<file path="src/rtl/tx_ring_pkg.sv">
package tx_ring_pkg;
    localparam int LEN_W        = 14;
    localparam int OWN_BIT      = 31;
    localparam int FIRST_BIT    = 29;
    localparam int LAST_BIT     = 28;
    localparam int EOR_BIT      = 15;
    localparam int DESC_BYTES   = 16;
    localparam int BUF_WORD_OFS = 12;

    localparam logic [1:0] SEL_BASE  = 2'd0;
    localparam logic [1:0] SEL_POLL  = 2'd1;
    localparam logic [1:0] SEL_RESET = 2'd2;

    typedef enum logic [3:0] {
        ST_IDLE,
        ST_RD_CTL,
        ST_CAP_CTL,
        ST_RD_BUF,
        ST_CAP_BUF,
        ST_RD_DAT,
        ST_CAP_DAT,
        ST_SEND,
        ST_WBACK
    } tx_state_e;
endpackage

</file>
<file path="src/rtl/tx_ring_ptr.sv">
module tx_ring_ptr
    import tx_ring_pkg::*;
#(
    parameter int AW = 16
) (
    input  logic          clk,
    input  logic          rst_n,
    input  logic          reg_we,
    input  logic [1:0]    reg_sel,
    input  logic [AW-1:0] reg_wdata,
    input  logic          take_poll,
    input  logic          advance,
    input  logic          wrap,
    output logic [AW-1:0] cur_ptr,
    output logic          poll_pend,
    output logic          soft_rst
);
    typedef struct packed {
        logic [AW-1:0] base;
        logic [AW-1:0] cur;
        logic          pend;
    } ptr_t;

    ptr_t s_d, s_q;

    always_comb begin
        s_d      = s_q;
        soft_rst = reg_we && (reg_sel == SEL_RESET);
        if (reg_we && reg_sel == SEL_BASE)
            s_d.base = {reg_wdata[AW-1:4], 4'b0000};
        if (take_poll)
            s_d.pend = 1'b0;
        if (reg_we && reg_sel == SEL_POLL)
            s_d.pend = 1'b1;
        if (advance)
            s_d.cur = wrap ? s_q.base : s_q.cur + AW'(DESC_BYTES);
        if (soft_rst) begin
            s_d.cur  = s_q.base;
            s_d.pend = 1'b0;
        end
    end

    always_ff @(posedge clk or negedge rst_n) begin
        if (!rst_n) s_q <= '0;
        else        s_q <= s_d;
    end

    assign cur_ptr   = s_q.cur;
    assign poll_pend = s_q.pend;

    p_ptr_aligned_r7: assert property (@(posedge clk) disable iff (!rst_n)
        cur_ptr[3:0] == 4'b0000);
    p_soft_rst_base_r9: assert property (@(posedge clk) disable iff (!rst_n)
        soft_rst |=> (cur_ptr == $past(s_q.base)));
endmodule

</file>
<file path="src/rtl/tx_ring_lane.sv">
module tx_ring_lane #(
    parameter int LANES = 4
) (
    input  logic [8*LANES-1:0]         word,
    input  logic [$clog2(LANES)-1:0]   sel,
    output logic [7:0]                 byte_out
);
    logic [7:0] lane [LANES];

    for (genvar i = 0; i < LANES; i++) begin : g_lane
        assign lane[i] = word[8*i +: 8];
    end

    assign byte_out = lane[sel];
endmodule

</file>
<file path="src/rtl/tx_ring_engine.sv">
module tx_ring_engine
    import tx_ring_pkg::*;
#(
    parameter int AW = 16
) (
    input  logic          clk,
    input  logic          rst_n,
    input  logic          reg_we,
    input  logic [1:0]    reg_sel,
    input  logic [AW-1:0] reg_wdata,
    output logic          mem_req,
    output logic          mem_we,
    output logic [AW-1:0] mem_addr,
    output logic [31:0]   mem_wdata,
    input  logic [31:0]   mem_rdata,
    output logic [7:0]    tx_data,
    output logic          tx_valid,
    input  logic          tx_ready,
    output logic          irq_done,
    output logic          err_pulse
);
    localparam int LANES = 4;

    typedef struct packed {
        tx_state_e        state;
        logic [31:0]      ctl;
        logic [31:0]      word;
        logic [AW-1:0]    bptr;
        logic [LEN_W-1:0] rem;
        logic             bad;
        logic             irq;
        logic             err;
    } eng_t;

    eng_t s_d, s_q;

    logic          take_poll, advance, soft_rst, poll_pend;
    logic [AW-1:0] cur_ptr;

    tx_ring_ptr #(.AW(AW)) u_ptr (
        .clk       (clk),
        .rst_n     (rst_n),
        .reg_we    (reg_we),
        .reg_sel   (reg_sel),
        .reg_wdata (reg_wdata),
        .take_poll (take_poll),
        .advance   (advance),
        .wrap      (s_q.ctl[EOR_BIT]),
        .cur_ptr   (cur_ptr),
        .poll_pend (poll_pend),
        .soft_rst  (soft_rst)
    );

    tx_ring_lane #(.LANES(LANES)) u_lane (
        .word     (s_q.word),
        .sel      (s_q.bptr[1:0]),
        .byte_out (tx_data)
    );

    always_comb begin
        s_d       = s_q;
        s_d.irq   = 1'b0;
        s_d.err   = 1'b0;
        take_poll = 1'b0;
        advance   = 1'b0;
        mem_req   = 1'b0;
        mem_we    = 1'b0;
        mem_addr  = cur_ptr;
        mem_wdata = {1'b0, s_q.ctl[30:0]};
        tx_valid  = 1'b0;

        case (s_q.state)
            ST_IDLE: begin
                if (poll_pend) begin
                    take_poll = 1'b1;
                    s_d.state = ST_RD_CTL;
                end
            end
            ST_RD_CTL: begin
                mem_req   = 1'b1;
                s_d.state = ST_CAP_CTL;
            end
            ST_CAP_CTL: begin
                s_d.ctl = mem_rdata;
                s_d.bad = 1'b0;
                if (!mem_rdata[OWN_BIT]) begin
                    s_d.state = ST_IDLE;
                end else if (!(mem_rdata[FIRST_BIT] && mem_rdata[LAST_BIT])) begin
                    s_d.bad   = 1'b1;
                    s_d.state = ST_WBACK;
                end else if (mem_rdata[LEN_W-1:0] == '0) begin
                    s_d.state = ST_WBACK;
                end else begin
                    s_d.state = ST_RD_BUF;
                end
            end
            ST_RD_BUF: begin
                mem_req   = 1'b1;
                mem_addr  = cur_ptr + AW'(BUF_WORD_OFS);
                s_d.state = ST_CAP_BUF;
            end
            ST_CAP_BUF: begin
                s_d.bptr  = mem_rdata[AW-1:0];
                s_d.rem   = s_q.ctl[LEN_W-1:0];
                s_d.state = ST_RD_DAT;
            end
            ST_RD_DAT: begin
                mem_req   = 1'b1;
                mem_addr  = {s_q.bptr[AW-1:2], 2'b00};
                s_d.state = ST_CAP_DAT;
            end
            ST_CAP_DAT: begin
                s_d.word  = mem_rdata;
                s_d.state = ST_SEND;
            end
            ST_SEND: begin
                tx_valid = 1'b1;
                if (tx_ready) begin
                    s_d.rem  = s_q.rem - 1'b1;
                    s_d.bptr = s_q.bptr + 1'b1;
                    if (s_q.rem == LEN_W'(1))
                        s_d.state = ST_WBACK;
                    else if (s_q.bptr[1:0] == 2'd3)
                        s_d.state = ST_RD_DAT;
                end
            end
            ST_WBACK: begin
                mem_req   = 1'b1;
                mem_we    = 1'b1;
                advance   = 1'b1;
                s_d.irq   = !s_q.bad;
                s_d.err   = s_q.bad;
                s_d.state = ST_RD_CTL;
            end
            default: s_d.state = ST_IDLE;
        endcase

        if (soft_rst) begin
            s_d.state = ST_IDLE;
            s_d.irq   = 1'b0;
            s_d.err   = 1'b0;
            advance   = 1'b0;
        end
    end

    always_ff @(posedge clk or negedge rst_n) begin
        if (!rst_n) s_q <= '0;
        else        s_q <= s_d;
    end

    assign irq_done  = s_q.irq;
    assign err_pulse = s_q.err;

    p_done_single_r5: assert property (@(posedge clk) disable iff (!rst_n)
        irq_done |=> !irq_done);
    p_done_after_wb_r5: assert property (@(posedge clk) disable iff (!rst_n)
        (irq_done || err_pulse) |-> $past(mem_we));
    p_wb_clears_own_r5: assert property (@(posedge clk) disable iff (!rst_n)
        mem_we |-> (mem_req && !mem_wdata[OWN_BIT]));
    p_hold_byte_r4: assert property (@(posedge clk) disable iff (!rst_n)
        (tx_valid && !tx_ready && !soft_rst) |=> (tx_valid && $stable(tx_data)));
    p_err_no_done_r8: assert property (@(posedge clk) disable iff (!rst_n)
        !(irq_done && err_pulse));
endmodule

</file>
<file path="config.mk">
export PLATFORM = sky130hd
export DESIGN_NAME = tx_ring_engine
export DESIGN_NICKNAME = d
export VERILOG_FILES = /design/src/rtl/tx_ring_pkg.sv /design/src/rtl/tx_ring_ptr.sv /design/src/rtl/tx_ring_lane.sv /design/src/rtl/tx_ring_engine.sv
export SDC_FILE = /design/constraint.sdc
export NUM_CORES = 1
export LEC_CHECK = 0
export BUFFER_PORTS_ARGS = -buffer_cell sky130_fd_sc_hd__buf_4
export CORE_MARGIN = 2
export CORE_UTILIZATION = 40
export DETAILED_ROUTE_END_ITERATION = 16
export PLACE_DENSITY = 0.57
export REMOVE_ABC_BUFFERS = 1
export SYNTH_ARGS = -nofsm -noshare
export SYNTH_HDL_FRONTEND = slang
export SYNTH_SLANG_ARGS = --single-unit
export TNS_END_PERCENT = 30
</file>
<file path="constraint.sdc">
create_clock -name clk -period 2.56 [get_ports clk]
set_clock_uncertainty 0.1 [all_clocks]
set_input_delay 0.128 -clock clk [delete_from_list [all_inputs] [get_ports clk]]
set_output_delay 0.128 -clock clk [all_outputs]
set_load 0.03 [all_outputs]
</file>
==> results of run 1 <==
## metrics by stage
stage | power (W) | utilization, % | hold WS, ns | setup TNS, ns | std cells
final | 0.0106 | 53.2 | 0.0104 | 0 | 962
after global routing | 0.0112 | 53.2 | 0.0229 | 0 | 962
after CTS | 0.0107 | 53.2 | 0.00503 | 0 | 962
after detailed placement | 0.00786 | 46.1 | 0.0809 | 0 | 884
after global placement | 0.00774 | 46.1 | 0.0707 | 0 | 884
after floorplan | 0.00630 | - | -0.268 | -19.05 | 543
## power breakdown
part / switching [W] / internal (W)
registers: 0.000780 / 0.00279
logic: 0.00236 / 0.00196
clock network: 0.000911 / 0.00179
## registers in the layout, indices dropped and copies added, names as in the netlist
name / count
s_q: 67
u_ptr.s_q: 12
irq_done: 1
mem_wdata: 31
err_pulse: 1
u_ptr.cur_ptr: 12
u_ptr.poll_pend: 1
## cells by family (layout without fill, tap and decap cells)
family,after synthesis,in the layout
buffers and inverters,77,211
muxes,95,95
and+or+nand+nor,169,169
other,1,3
AOI/OAI and AO/OA,139,139
DFF,125,125
adders and majority gates,4,4
## worst max-delay path, cell delays in order (launching register included)
cell	delay, ns
dfrtp_1	0.57
nand2b_1	0.21
nor2_1	0.16
buf_4	0.23
mux2_2	0.38
buf_4	0.17
## worst paths after layout
path	slack [ns]	end	start
max	0.18	mem_addr[14]	s_q[99]
max in group asynchronous	1.47	u_ptr.s_q[31]	rst_n
max reg2reg	0.46	s_q[13]	s_q[3]
min	0.01	u_ptr.poll_pend	reg_sel[1]
min reg2reg	0.33	irq_done	s_q[2]
min in group asynchronous	0.16	mem_wdata[16]	rst_n
## per-layer routing
metal  wire [µm]  vias up  track usage (%)  share of wire (%)
li1            -     2438                -                  -
met1        7550     2618             27.0                 45
met2        7980      150             31.4                 48
met3         844       26             4.71                5.0
met4         371        0             8.57                2.2
met5           0        -                0                  0
## final cells by class
| class | count | area, µm² |
|---|---|---|
| Fill cell | 1403 | 7440 |
| Clock buffer | 19 | 453 |
| Tap cell | 216 | 270 |
| Clock inverter | 13 | 209 |
| Multi-Input combinational cell | 410 | 2940 |
| Timing Repair Buffer | 171 | 1410 |
| Sequential cell | 125 | 3130 |
| Inverter | 8 | 30.0 |
## layout by cell type, fill, tap and decap left out, types with 3 or more instances in the layout
| master | count |
|---|---|
| a21oi_1 | 56 |
| a22oi_1 | 3 |
| a2bb2oi_1 | 10 |
| a31oi_1 | 5 |
| and2_1 | 3 |
| and3_1 | 5 |
| buf_4 | 124 |
| bufinv_16 | 5 |
| clkbuf_16 | 17 |
| clkinv_2 | 3 |
| conb_1 | 3 |
| dfrtp_1 | 125 |
| dlygate4sd3_1 | 46 |
| ha_1 | 4 |
| inv_1 | 7 |
| inv_6 | 3 |
| mux2_2 | 84 |
| mux4_2 | 8 |
| nand2_1 | 40 |
| nand2b_1 | 8 |
| nand3_1 | 19 |
| nand3b_1 | 3 |
| nand4_1 | 7 |
| nor2_1 | 44 |
| nor2b_1 | 3 |
| nor3_1 | 12 |
| nor4_1 | 5 |
| o21ai_0 | 31 |
| o21ai_1 | 4 |
| o22a_1 | 4 |
| o22ai_1 | 12 |
| or3_1 | 3 |
## timing repair
action,in CTS,in global routing
endpoints found under the hold margin,132,0
hold buffers,46,0
gates resized for setup,0,0
==> flow_summary.ini, run 1 <==
[final_layout]
final_design_area_no_fill_mm2 = 0.00844
syn2layout_area_growth_pct = 29.8
final_nets = 791
antenna_cells = 0
layout-drive-gt1-share_pct = 35.3

[clock_tree]
cts_buffer_depth = 2
cts_made_buffers = 17
clkTransAtPathRegs_ns = 0.06
insertion_delay_ns = 0.42
clock-sinks = 125
post_cts_buffers = 0
cts_root_buffer = clkbuf_16
cts_tree = built
h-tree-depth = 4

[placement]
dp.final_hpwl_mm = 11.3
dp_slack_ns = 0.510
placed_cell_area_mm2 = 0.00732
gp_congestion = 0.843
io_buffers = 107

[min_path]
hold_depth = 3
hold_path.class = input pin to register

[global_routing]
grt-ovfl-total = 0
track_usage_pct = 20.2
antenna_found_initial = 1
grt_max_degree = 51
grt_pass1_vias = 5307
grt_pass1_wl_mm = 27.8

[yosys]
synthXorXnorAreaFrac_pct = 0
syn_area_mm2 = 0.00651
synth.avg_cell_area_um2 = 10.7
ys_ff_latch = 125
syn_inst = 610
synthAdderAreaFrac_pct = 0.769
synth_compound_area_share_pct = 12.9
yosysMostFrequentCell = dfrtp_1
yosysUniqueCellTypes = 59
synthSimpleGateAreaFrac_pct = 13.5
synth_top_family_by_area = multiplexers
synth_flop_cell = dfrtp_1
synth_top_area_share_pct = 48.1
synth-seq-area-share_pct = 48.1
synthTopCellsByArea = dfrtp_1 (48%), mux2_2 (15%), a21oi_1 (4.3%)
synth.area.mux_share_pct = 17.8
yosysWarnings = 0
ys_top_cells_by_count = dfrtp_1 (125), mux2_2 (84), a21oi_1 (56)
ys_async_sr_fraction_pct = 100
synth-edff-count = 0
synth_largest_area_cell = dfrtp_1

[worst_setup_path]
crit_fanout = 13
critPathLaunchType = register
critPathCaptureType = output pin
cp.arrival_ns = 2.15
required_ns = 2.33
critical_path_class = register to output pin
reg2regPathDepth = 7

[timing]
final_hold_viol_count = 0
tightestPinTransition_ns = 0.598
relSlewSlack_pct = 60.2
slew_viol_final = 0
grt_setup_unrepaired = no
min_period_over_period_pct = 92.8
setup_viol = 0
fin_crit_ns = 2.38
fmax_mhz = 421
timing.final.ws_setup_ns = 0.185

[floorplanning]
die_area_mm2 = 0.0173
io_pins = 115
rows = 46
die_h_um = 132
die_w_um = 132
initial_core_util_pct = 41.0
core_mm2 = 0.0159

[detailed_routing]
ant_nets = 0
vias = 5232
route.detailed.drc = 0
detail_route.wl_per_cell_um = 17.4
first_iter_violations = 318
wirelength_mm = 16.7
avgViaCountPerCell = 5.44
drtPass1Iterations = 5

[status]
status = complete, no violations

[power_and_ir_drop]
vdd_drop_max_uv = 659
p_leak_nw = 3.67
power-per-cell-area_mw_per_mm2 = 1250

[flow_run]
drv_cap = 0
Power figures use the tool's default switching activity.
==> run 2, diff against run 1 <==
PLACE_DENSITY = 0.6   (was 0.57)
clock period = 1.95 ns   (was 2.56 ns; I/O delays follow)
==> run 2 against run 1 <==
Net effect: the run now ends with setup timing left; flip-flop and latch count did not move; first-iteration DRC count rose by 20%; combinational power is 49% higher; clock power up 18%; via count rose by 2.0%; critical path depth stayed put; register-to-register slack worse by 0.46 ns; core utilization rose by 2.8 points; routed wire length is 3.1% higher; design area grew 5.2%; largest power group unchanged.
==> flow_summary.ini, run 2 (synthesis results as in run 1) <==
[status]
status = finished with violations
violations = setup timing

[floorplanning]
initial_core_util_pct = 41.0
die_h_um = 132
core_mm2 = 0.0159
die_w_um = 132
rows = 46
die_area_mm2 = 0.0173
io_pins = 115

[worst_setup_path]
r2r_setup_slack_ns = 0
critPathCaptureType = output pin
crit_fanout = 7
required_ns = 1.75
cp.arrival_ns = 1.78
critPathLaunchType = register
critical_path_class = register to output pin

[power_and_ir_drop]
power-per-cell-area_mw_per_mm2 = 1610
vdd_drop_max_uv = 875
p_leak_nw = 3.86

[clock_tree]
cts_made_buffers = 17
insertion_delay_ns = 0.42
clock-sinks = 125
cts_root_buffer = clkbuf_16
h-tree-depth = 4
clkTransAtPathRegs_ns = 0.06
cts_tree = built
cts_buffer_depth = 2

[timing]
grt_setup_unrepaired = yes
fin_tns_setup_ns = -0.197
fmax_mhz = 506
setup_viol = 11
relSlewSlack_pct = 53.8
tightestPinTransition_ns = 0.693
final_hold_viol_count = 0
timing.final.ws_setup_ns = -0.0280
min_period_over_period_pct = 101
fin_crit_ns = 1.98
slew_viol_final = 0

[final_layout]
fillers = 1367
fin_cells = 989
top_register = s_q
seq_area_mm2 = 0.00314
multi_input_comb_area_mm2 = 0.00306
antenna_cells = 0
largest_register_ffs = 67
final_util_pct = 55.9
layout-drive-gt1-share_pct = 40.1
syn2layout_area_growth_pct = 36.5
final_nets = 818
layout_common_cells = buf_4 (124), dfrtp_1 (119), mux2_2 (74)
layout_commonest_cell = buf_4

[global_routing]
grt_pass1_wl_mm = 28.4
antenna_found_initial = 0
track_usage_pct = 20.4
grt-ovfl-total = 0
grt_max_degree = 126
grt_pass1_vias = 5408

[placement]
dpl.cell_count = 897
gp_congestion = 0.862
io_buffers = 107
dp.final_hpwl_mm = 11.4

[detailed_routing]
first_iter_violations = 381
drtPass1Iterations = 5
route.detailed.drc = 0
detail_route.wl_per_cell_um = 17.5
vias = 5335
ant_nets = 0
avgViaCountPerCell = 5.39
wirelength_mm = 17.3

[min_path]
hold_path.class = input pin to asynchronous set/reset pin

[flow_run]
drv_cap = 0
==> run 2: changes by cell type in the layout (fill, tap and decap cells not counted), moves of 4 or more <==
| cell | previous run | this run |
|---|---|---|
| clkinvlp_4 | 0 | 4 |
| dfrtp_2 | 0 | 6 |
| mux2_2 | 84 | 74 |
| mux2_4 | 0 | 11 |
| buf_12 | 1 | 7 |
| buf_6 | 0 | 16 |
| dfrtp_1 | 125 | 119 |
==> run 2: final timing paths <==
kind,end,from,cells after the start
setup / recovery,mem_addr[10],s_q[98],5
hold / removal,mem_wdata[17],rst_n,3
setup reg to reg,s_q[97],s_q[97],6
hold reg to reg,irq_done,s_q[2],1
max in group asynchronous,s_q[97],rst_n,3
min in group clk,s_q[99],tx_ready,5
==> run 2: per-layer routing <==
metal  global-route usage, %  vias to the layer above  share of wire, %  wire [µm]
li1                        -                     2494                 -          -
met1                    26.1                     2664                44       7590
met2                    33.7                      151                49       8540
met3                    4.71                       26               4.7        811
met4                    8.15                        0               1.8        317
met5                       0                        -                 0          0
==> run 2: final cells by class <==
class                      instances  share of cell area [%]
sequential                       125                    35.3
clock inverter                    14                    1.80
multi-input combinational        410                    34.5
timing repair buffer             198                    20.1
clock buffer                      18                    4.94
inverter                           8                   0.352
tap                              216                    3.04
==> run 2: where the power goes <==
group	internal (W)	leakage, nW	total [W]	switching, W
combinational	0.00313	2.06	0.00646	0.00334
clock	0.00193	0.280	0.00319	0.00125
sequential	0.00367	1.52	0.00468	0.00101
total	0.00874	3.86	0.0143	0.00560
==> run 2: metrics by stage <==
| stage | worst slack [ns] | hold WS [ns] | instance area, µm² | total power [W] |
|---|---|---|---|---|
| floorplan | -1.39 | -0.298 | 6090 | 0.00827 |
| global placement | 0.0488 | 0.157 | 7490 | 0.0104 |
| detailed placement | -0.0161 | 0.166 | 7490 | 0.0105 |
| CTS | -0.0385 | 0.242 | 8770 | 0.0142 |
| global route | -0.0691 | 0.279 | 8880 | 0.0151 |
| finish | -0.0280 | 0.201 | 8880 | 0.0143 |
==> run 2: timing repair <==
| item | 4_1_cts | 5_1_grt |
|---|---|---|
| setup endpoints to repair | 24 | 58 |
| hold buffers | 48 | 0 |
| hold endpoints to repair | 220 | 0 |
| gates cloned | 1 | 1 |
| resized for setup | 40 | 20 |
| buffers inserted | 8 | 2 |
| pin swaps | 3 | 3 |
==> run 2: worst max-delay path, cell delays in order, from the launching register on <==
cell and delay, ns:
dfrtp_2 0.42, nand2b_4 0.16, nor2_4 0.16, buf_8 0.16
mux2_4 0.32, buf_6 0.14
